<file path="src/rtl/fis_pkg.sv">
package fis_pkg;
  typedef enum logic [1:0] {FK_REG = 2'd0, FK_INIT = 2'd1, FK_SDB = 2'd2} fis_kind_e;
  localparam logic [7:0] D2H_TYPE      = 8'h34;
  localparam logic [7:0] SDB_STAT_MASK = 8'h77;
  localparam logic [7:0] PKT_SIG_LO    = 8'h14;
  localparam logic [7:0] PKT_SIG_HI    = 8'hEB;
  localparam int         REG_LEN       = 32;
  localparam int         SDB_LEN       = 8;
  localparam int         ECHO_FIRST    = 4;
  localparam int         ECHO_BYTES    = 10;
endpackage

</file>
<file path="src/rtl/fis_seq.sv">
module fis_seq #(
  parameter int IDX_W = 5
) (
  input  logic             clk,
  input  logic             rst_n,
  input  logic             start,
  input  logic [IDX_W-1:0] last_idx,
  output logic             busy,
  output logic [IDX_W-1:0] idx,
  output logic             done
);
  logic             busy_d, done_d;
  logic [IDX_W-1:0] idx_d, lim_q, lim_d;

  always_comb begin
    busy_d = busy;
    idx_d  = idx;
    lim_d  = lim_q;
    done_d = 1'b0;
    if (!busy) begin
      if (start) begin
        busy_d = 1'b1;
        idx_d  = '0;
        lim_d  = last_idx;
      end
    end else if (idx == lim_q) begin
      busy_d = 1'b0;
      done_d = 1'b1;
    end else begin
      idx_d = idx + 1'b1;
    end
  end

  always_ff @(posedge clk or negedge rst_n) begin
    if (!rst_n) begin
      busy  <= 1'b0;
      idx   <= '0;
      lim_q <= '0;
      done  <= 1'b0;
    end else begin
      busy  <= busy_d;
      idx   <= idx_d;
      lim_q <= lim_d;
      done  <= done_d;
    end
  end
endmodule

</file>
<file path="src/rtl/fis_tag_accum.sv">
module fis_tag_accum #(
  parameter int TAG_W = 32
) (
  input  logic             clk,
  input  logic             rst_n,
  input  logic             clr,
  input  logic             add_en,
  input  logic [TAG_W-1:0] tags,
  output logic [TAG_W-1:0] merged
);
  logic [TAG_W-1:0] acc_q;

  always_comb begin
    merged = (clr ? '0 : acc_q) | (add_en ? tags : '0);
  end

  always_ff @(posedge clk or negedge rst_n) begin
    if (!rst_n) acc_q <= '0;
    else if (clr || add_en) acc_q <= merged;
  end
endmodule

</file>
<file path="src/rtl/fis_frame_mux.sv">
module fis_frame_mux
  import fis_pkg::*;
(
  input  logic                 is_sdb,
  input  logic [4:0]           idx,
  input  logic [7:0]           status,
  input  logic [7:0]           error,
  input  logic                 irq_flag,
  input  logic [9:0][7:0]      echo,
  input  logic [31:0]          word,
  output logic [7:0]           data
);
  logic [3:0] eidx;
  always_comb eidx = 4'(idx - 5'd4);

  always_comb begin
    data = 8'h00;
    if (is_sdb) begin
      case (idx)
        5'd0: data = error;
        5'd2: data = status & SDB_STAT_MASK;
        5'd4, 5'd5, 5'd6, 5'd7: data = word[{idx[1:0], 3'b000} +: 8];
        default: data = 8'h00;
      endcase
    end else begin
      if (idx == 5'd0)      data = D2H_TYPE;
      else if (idx == 5'd1) data = {1'b0, irq_flag, 6'b0};
      else if (idx == 5'd2) data = status;
      else if (idx == 5'd3) data = error;
      else if (idx <= 5'd13) data = echo[eidx];
    end
  end
endmodule

</file>
<file path="src/rtl/fis_resp_builder.sv">
module fis_resp_builder
  import fis_pkg::*;
#(
  parameter int           TAG_W     = 32,
  parameter logic [7:0]   RFIS_BASE = 8'h40,
  parameter logic [7:0]   SDB_BASE  = 8'h58
) (
  input  logic              clk,
  input  logic              rst_n,
  input  logic              area_valid,
  input  logic              rx_en,
  input  logic              reg_req,
  input  logic              init_req,
  input  logic              sdb_req,
  input  logic              pkt_dev,
  input  logic [7:0]        dev_status,
  input  logic [7:0]        dev_error,
  input  logic [127:0]      cmd_frame,
  input  logic              irq_pending,
  input  logic [TAG_W-1:0]  done_tags,
  input  logic              tags_clear,
  output logic              busy,
  output logic              wr_valid,
  output logic [7:0]        wr_offset,
  output logic [7:0]        wr_data,
  output logic              ev_tfe,
  output logic              ev_d2h,
  output logic              ev_sdb
);
  localparam int IDX_W = 5;

  logic             gate, any_req, accept, seq_done;
  logic [IDX_W-1:0] idx, last_idx;
  fis_kind_e        kind_sel, kind_q;
  logic [TAG_W-1:0] merged;
  logic [9:0][7:0]  echo_sel, echo_q;
  logic [7:0]       st_q, er_q;
  logic             irq_q, tfe_q;
  logic [31:0]      word_q;

  always_comb begin
    gate    = area_valid && rx_en;
    any_req = init_req || reg_req || sdb_req;
    accept  = gate && any_req && !busy;
    if (init_req)     kind_sel = FK_INIT;
    else if (reg_req) kind_sel = FK_REG;
    else              kind_sel = FK_SDB;
    last_idx = (kind_sel == FK_SDB) ? IDX_W'(SDB_LEN - 1) : IDX_W'(REG_LEN - 1);
  end

  for (genvar j = 0; j < ECHO_BYTES; j++) begin : g_echo
    always_comb begin
      if (kind_sel == FK_INIT) begin
        if (j == 0 || j == 8)        echo_sel[j] = 8'h01;
        else if (pkt_dev && j == 1)  echo_sel[j] = PKT_SIG_LO;
        else if (pkt_dev && j == 2)  echo_sel[j] = PKT_SIG_HI;
        else                         echo_sel[j] = 8'h00;
      end else begin
        echo_sel[j] = cmd_frame[8*(j+ECHO_FIRST) +: 8];
      end
    end
  end

  fis_seq #(.IDX_W(IDX_W)) u_seq (
    .clk(clk), .rst_n(rst_n), .start(accept), .last_idx(last_idx),
    .busy(busy), .idx(idx), .done(seq_done)
  );

  fis_tag_accum #(.TAG_W(TAG_W)) u_acc (
    .clk(clk), .rst_n(rst_n), .clr(tags_clear),
    .add_en(accept && kind_sel == FK_SDB), .tags(done_tags), .merged(merged)
  );

  always_ff @(posedge clk or negedge rst_n) begin
    if (!rst_n) begin
      kind_q <= FK_REG;
      st_q   <= '0;
      er_q   <= '0;
      irq_q  <= 1'b0;
      tfe_q  <= 1'b0;
      echo_q <= '0;
      word_q <= '0;
    end else if (accept) begin
      kind_q <= kind_sel;
      st_q   <= dev_status;
      er_q   <= dev_error;
      irq_q  <= irq_pending;
      tfe_q  <= dev_status[0] && (kind_sel != FK_SDB);
      echo_q <= echo_sel;
      word_q <= 32'(merged);
    end
  end

  fis_frame_mux u_mux (
    .is_sdb(kind_q == FK_SDB), .idx(idx), .status(st_q), .error(er_q),
    .irq_flag(irq_q), .echo(echo_q), .word(word_q), .data(wr_data)
  );

  always_comb begin
    wr_valid  = busy;
    wr_offset = ((kind_q == FK_SDB) ? SDB_BASE : RFIS_BASE) + 8'(idx);
    ev_d2h    = seq_done && (kind_q != FK_SDB);
    ev_tfe    = seq_done && tfe_q;
    ev_sdb    = seq_done && (kind_q == FK_SDB);
  end
endmodule

</file>
<file path="config.mk">
export PLATFORM = sky130hd
export DESIGN_NAME = fis_resp_builder
export DESIGN_NICKNAME = d
export VERILOG_FILES = /design/src/rtl/fis_pkg.sv /design/src/rtl/fis_seq.sv /design/src/rtl/fis_tag_accum.sv /design/src/rtl/fis_frame_mux.sv /design/src/rtl/fis_resp_builder.sv
export SDC_FILE = /design/constraint.sdc
export NUM_CORES = 1
export LEC_CHECK = 0
export ABC_AREA = 1
export ABC_CLOCK_PERIOD_IN_PS = 2300
export BUFFER_PORTS_ARGS = -buffer_cell sky130_fd_sc_hd__buf_2
export CORE_UTILIZATION = 35
export DETAILED_ROUTE_END_ITERATION = 12
export GPL_TIMING_DRIVEN = 1
export SETUP_SLACK_MARGIN = 0.05
export SYNTH_ARGS = -nofsm -noshare
export SYNTH_HDL_FRONTEND = slang
export SYNTH_SLANG_ARGS = --single-unit
export TNS_END_PERCENT = 10
</file>
<file path="constraint.sdc">
create_clock -name clk -period 2.3 [get_ports clk]
set_clock_uncertainty 0.15 [all_clocks]
set_input_delay 0 -clock clk [delete_from_list [all_inputs] [get_ports clk]]
set_output_delay 0 -clock clk [all_outputs]
set_load 0.005 [all_outputs]
</file>
==> summary by stage <==
Die
The die covers 25200 µm². The placeable core area is 24200 µm². The cell row count is 57. The chip width is 159 µm. The number of I/O pins is 207. The effective utilization at floorplan is 0.355. The die is 159 µm tall.

Setup path
The buffers plus inverters on the worst setup path is 4. The critical path goes through clkinv_4, clkbuf_16, nand2_1, inv_2, o21ai_4, a21oi_1, nand2_1, nand2_1, nand2_1, nand2_1, nand2_1, nand2_1, nand2_1, nand2_2, buf_2. The internal reg-to-reg setup slack is 0.19 ns. In this design, the stage delay of the slowest critical-path cell is 0.51 ns.

The kind of start point of the critical path is a flop. In this run the worst path has a maximum fanout of 6. The terminus of the critical flop-to-flop path is u_acc.acc_q[21]. STA classifies the critical path endpoint as an output port.

The category of cells accounting for the largest share of critical-path delay is simple AND/OR/NAND/NOR gates. The slowest stage of the critical path is the dfrtp_2 cell. The startpoint of the lowest-slack register-to-register path is u_seq.busy. The endpoint of the worst setup timing path is wr_data[2]. The launch point of the worst path is u_seq.idx[0]. Data arrives at the worst endpoint at 2.33 ns. The setup path with the least slack is of type flop to output port. The total number of cells along the worst setup path is 15.

Among the stages of the critical path, the cell type that occurs most often is nand2_1. The worst reg2reg path depth is 8. The required time reported for the critical path endpoint is 2.15 ns.

Synth
The Yosys step of the flow raised 0 warnings. The cell count after synthesis came out at 1092. The cell area that synthesis handed to floorplanning was 8600 µm².

In this run, synthesis inferred 0 flip-flops with an integrated enable. After synthesis the netlist holds a flip-flop and latch count of 173. Yosys mapped the design onto 37 distinct sky130hd cell types. The mean area per synthesized cell is 7.88 µm². For this run, the leading register cell type out of synthesis is dfrtp_1.

Of the synthesized area, sequential elements account for 0.503. The number of nets handed over by synthesis was 1287. In the synthesized netlist the async set-or-reset flop fraction comes to 1.00.

Place
The count of buffers inserted at the top-level ports is 156. The cell count after placement is 1534. The last weighted congestion value of the routability-driven placer is 0.832. The placed wire-length estimate after detailed placement is 16700 µm.

Detailed routing
The number of detailed-route iterations in the first pass is 5. For this block, the routed nets add up to 25900 µm of wire. The count of antenna-violating nets left after detailed routing is 0. For this block, the initial DRC count from the detailed router was 508.

The wire length per cell after detailed routing is 14.9 µm. The number of design rule violations left after detail routing is 0. The via count is 8213. After detailed routing, the number of vias per cell comes to 4.74.

Global routing
Entering global routing, the biggest net connects 105 pins. Summed over all layers, the global routing overflow is 0. The number of global-route vias before repair is 8201. The number of antenna violations at the first check in global routing is 0. The first global-routing pass estimated 42500 µm of wire.

For this run, the total global-route usage over all layers was measured as 0.213.

Run status
The flow ran to the end, but the final reports show violations. The checks that failed: negative setup slack.

Finish
The final cell count without fillers is 1734. The library cells used most frequently in the layout, excluding fill and tap cells, are nand2_1, dfrtp_1, buf_2. The share of post-route cells with drive strength above 1 is 0.214. The area growth from synthesis to layout is 41.7%. 0 antenna diodes ended up in the layout. The library cell used most frequently in the layout, excluding fill and tap cells, is nand2_1. At the end of the flow the core is filled with cells to 0.503. The net total in the final layout is 1592.

Timing
Of the available clock period, the critical path in the final layout requires 1.08. The total negative setup slack is -1.27 ns. The slew at the pin with the worst max-slew slack is 0.546 ns. The setup slack of the critical path after layout is -0.181 ns. The number of max-slew violations in the final report is 0. Timing would allow up to 403 MHz. The number of hold violations in the final report came to 0. The final number of setup-violating endpoints is 8. For the finished layout, the period the worst path requires is 2.48 ns.

Setup repair after global routing could not meet its margin everywhere. The relative slew slack is 0.636. Across all hold checks on the routed design, the worst slack comes to 0.0586 ns.

CTS
TritonCTS built the clock tree. The total number of H-tree levels is 4. The later pin in the worst-skew pair is clocked with a latency of 0.43 ns.

After clock tree synthesis, the clock-pin slew on the worst setup and hold paths is 0.07 ns. Counting the buffers created by CTS gives 17. The root buffer selected by CTS is clkbuf_16. The number of buffers on the longest clock path is 2. The clock sink count is 173.

Pwr
The static leakage is 5.90 nW. After layout, the design draws a total of 0.0131 W. The total power per unit cell area is 1080 nW/µm². The worst-case IR drop observed on VDD is 0.508 mV.

Worst hold path
The worst hold path cell count is 5. The min-delay analysis places its worst path in the category primary input to flop. In this run the most critical hold path is launched from sdb_req.

Flow run
Max-cap violations in this run came to 0.
==> sequential cells by signal, summed over array words and instances (netlist names), 2 cells and up <==
register and count:
echo_q 80, u_acc.acc_q 32, word_q 32, er_q 8
st_q 8, u_seq.idx 5, kind_q 2, u_seq.lim_q 2
==> power by group <==
part	internal, W	switching [W]	total (W)
combinational	0.00245	0.00334	0.00579
clock	0.00156	0.00133	0.00289
sequential	0.00394	0.000503	0.00444
==> cells in the mapped netlist, types with 2 or more instances <==
| library cell | instances | share of area |
|---|---|---|
| a21oi_1 | 41 | 0.024 |
| a31oi_1 | 9 | 0.0065 |
| buf_1 | 3 | 0.0013 |
| buf_2 | 22 | 0.013 |
| buf_4 | 13 | 0.011 |
| buf_6 | 15 | 0.020 |
| clkbuf_1 | 17 | 0.0074 |
| conb_1 | 2 | 0.00087 |
| dfrtp_1 | 173 | 0.50 |
| ha_1 | 8 | 0.012 |
| inv_1 | 91 | 0.040 |
| inv_2 | 7 | 0.0031 |
| nand2_1 | 398 | 0.17 |
| nand2_2 | 2 | 0.0015 |
| nand3_1 | 53 | 0.031 |
| nor2_1 | 36 | 0.016 |
| nor2_4 | 2 | 0.0026 |
| nor3_1 | 3 | 0.0017 |
| o211ai_1 | 11 | 0.0096 |
| o21ai_0 | 113 | 0.066 |
| o21ai_1 | 40 | 0.023 |
| o21ai_2 | 15 | 0.015 |
| o22ai_1 | 3 | 0.0022 |
| xor2_1 | 2 | 0.0020 |
==> stage by stage <==
stage / cell area, µm² / setup WS, ns
floorplan: 8600 / 0.322
global placement: 9710 / 0.242
detailed placement: 9710 / 0.230
CTS: 12100 / -0.114
global route: 12200 / -0.354
finish: 12200 / -0.181
==> timing repair <==
item,4_1_cts,5_1_grt
hold endpoints to repair,337,0
resized for setup,40,19
endpoints found under the setup margin,8,19
setup buffers,9,2
pin swaps,17,6
hold buffers,152,0
gates cloned,3,2
==> worst min path at each step <==
stage	slack, ns	endpoint
floorplan	-0.45	echo_q[0]
global placement	-0.17	u_acc.acc_q[28]
detailed placement	-0.17	u_acc.acc_q[12]
CTS	0.1	u_seq.lim_q[2]
global route	0.08	echo_q[23]
finish	0.06	echo_q[23]
==> routing by layer <==
layer  vias up  wire length [µm]  track usage
met3        59              1050       0.0340
met5         -                 0            0
met2       219             12000        0.337
met4         0               759       0.0834
li1       4097                 -            -
met1      3838             12100        0.292
==> worst reg2reg max path: cells and delay by family (launching register included) <==
| family | cells | cell delay (ns) |
|---|---|---|
| DFF | 1 | 0.46 |
| buffers and inverters | 3 | 0.84 |
| AOI/OAI and AO/OA | 1 | 0.08 |
| and+or+nand+nor | 4 | 0.53 |
==> final cells by class <==
class / instances / area, µm²
sequential: 173 / 4330
clock inverter: 14 / 149
timing repair buffer: 355 / 2910
multi-input combinational: 750 / 3560
tap: 324 / 405
inverter: 100 / 389
fill: 2302 / 12100
clock buffer: 18 / 439
==> logic make-up after synthesis <==
family                   after synthesis  synth area share
AO/OA/AOI/OAI                        236             0.152
XOR/XNOR                               3           0.00305
adder cells (fa/ha/maj)                9            0.0140
buffers and inverters                170            0.0964
flip-flops                           173             0.503
other                                  2          0.000873
AND/OR/NAND/NOR                      499             0.230
Power figures use the tool's default switching activity.
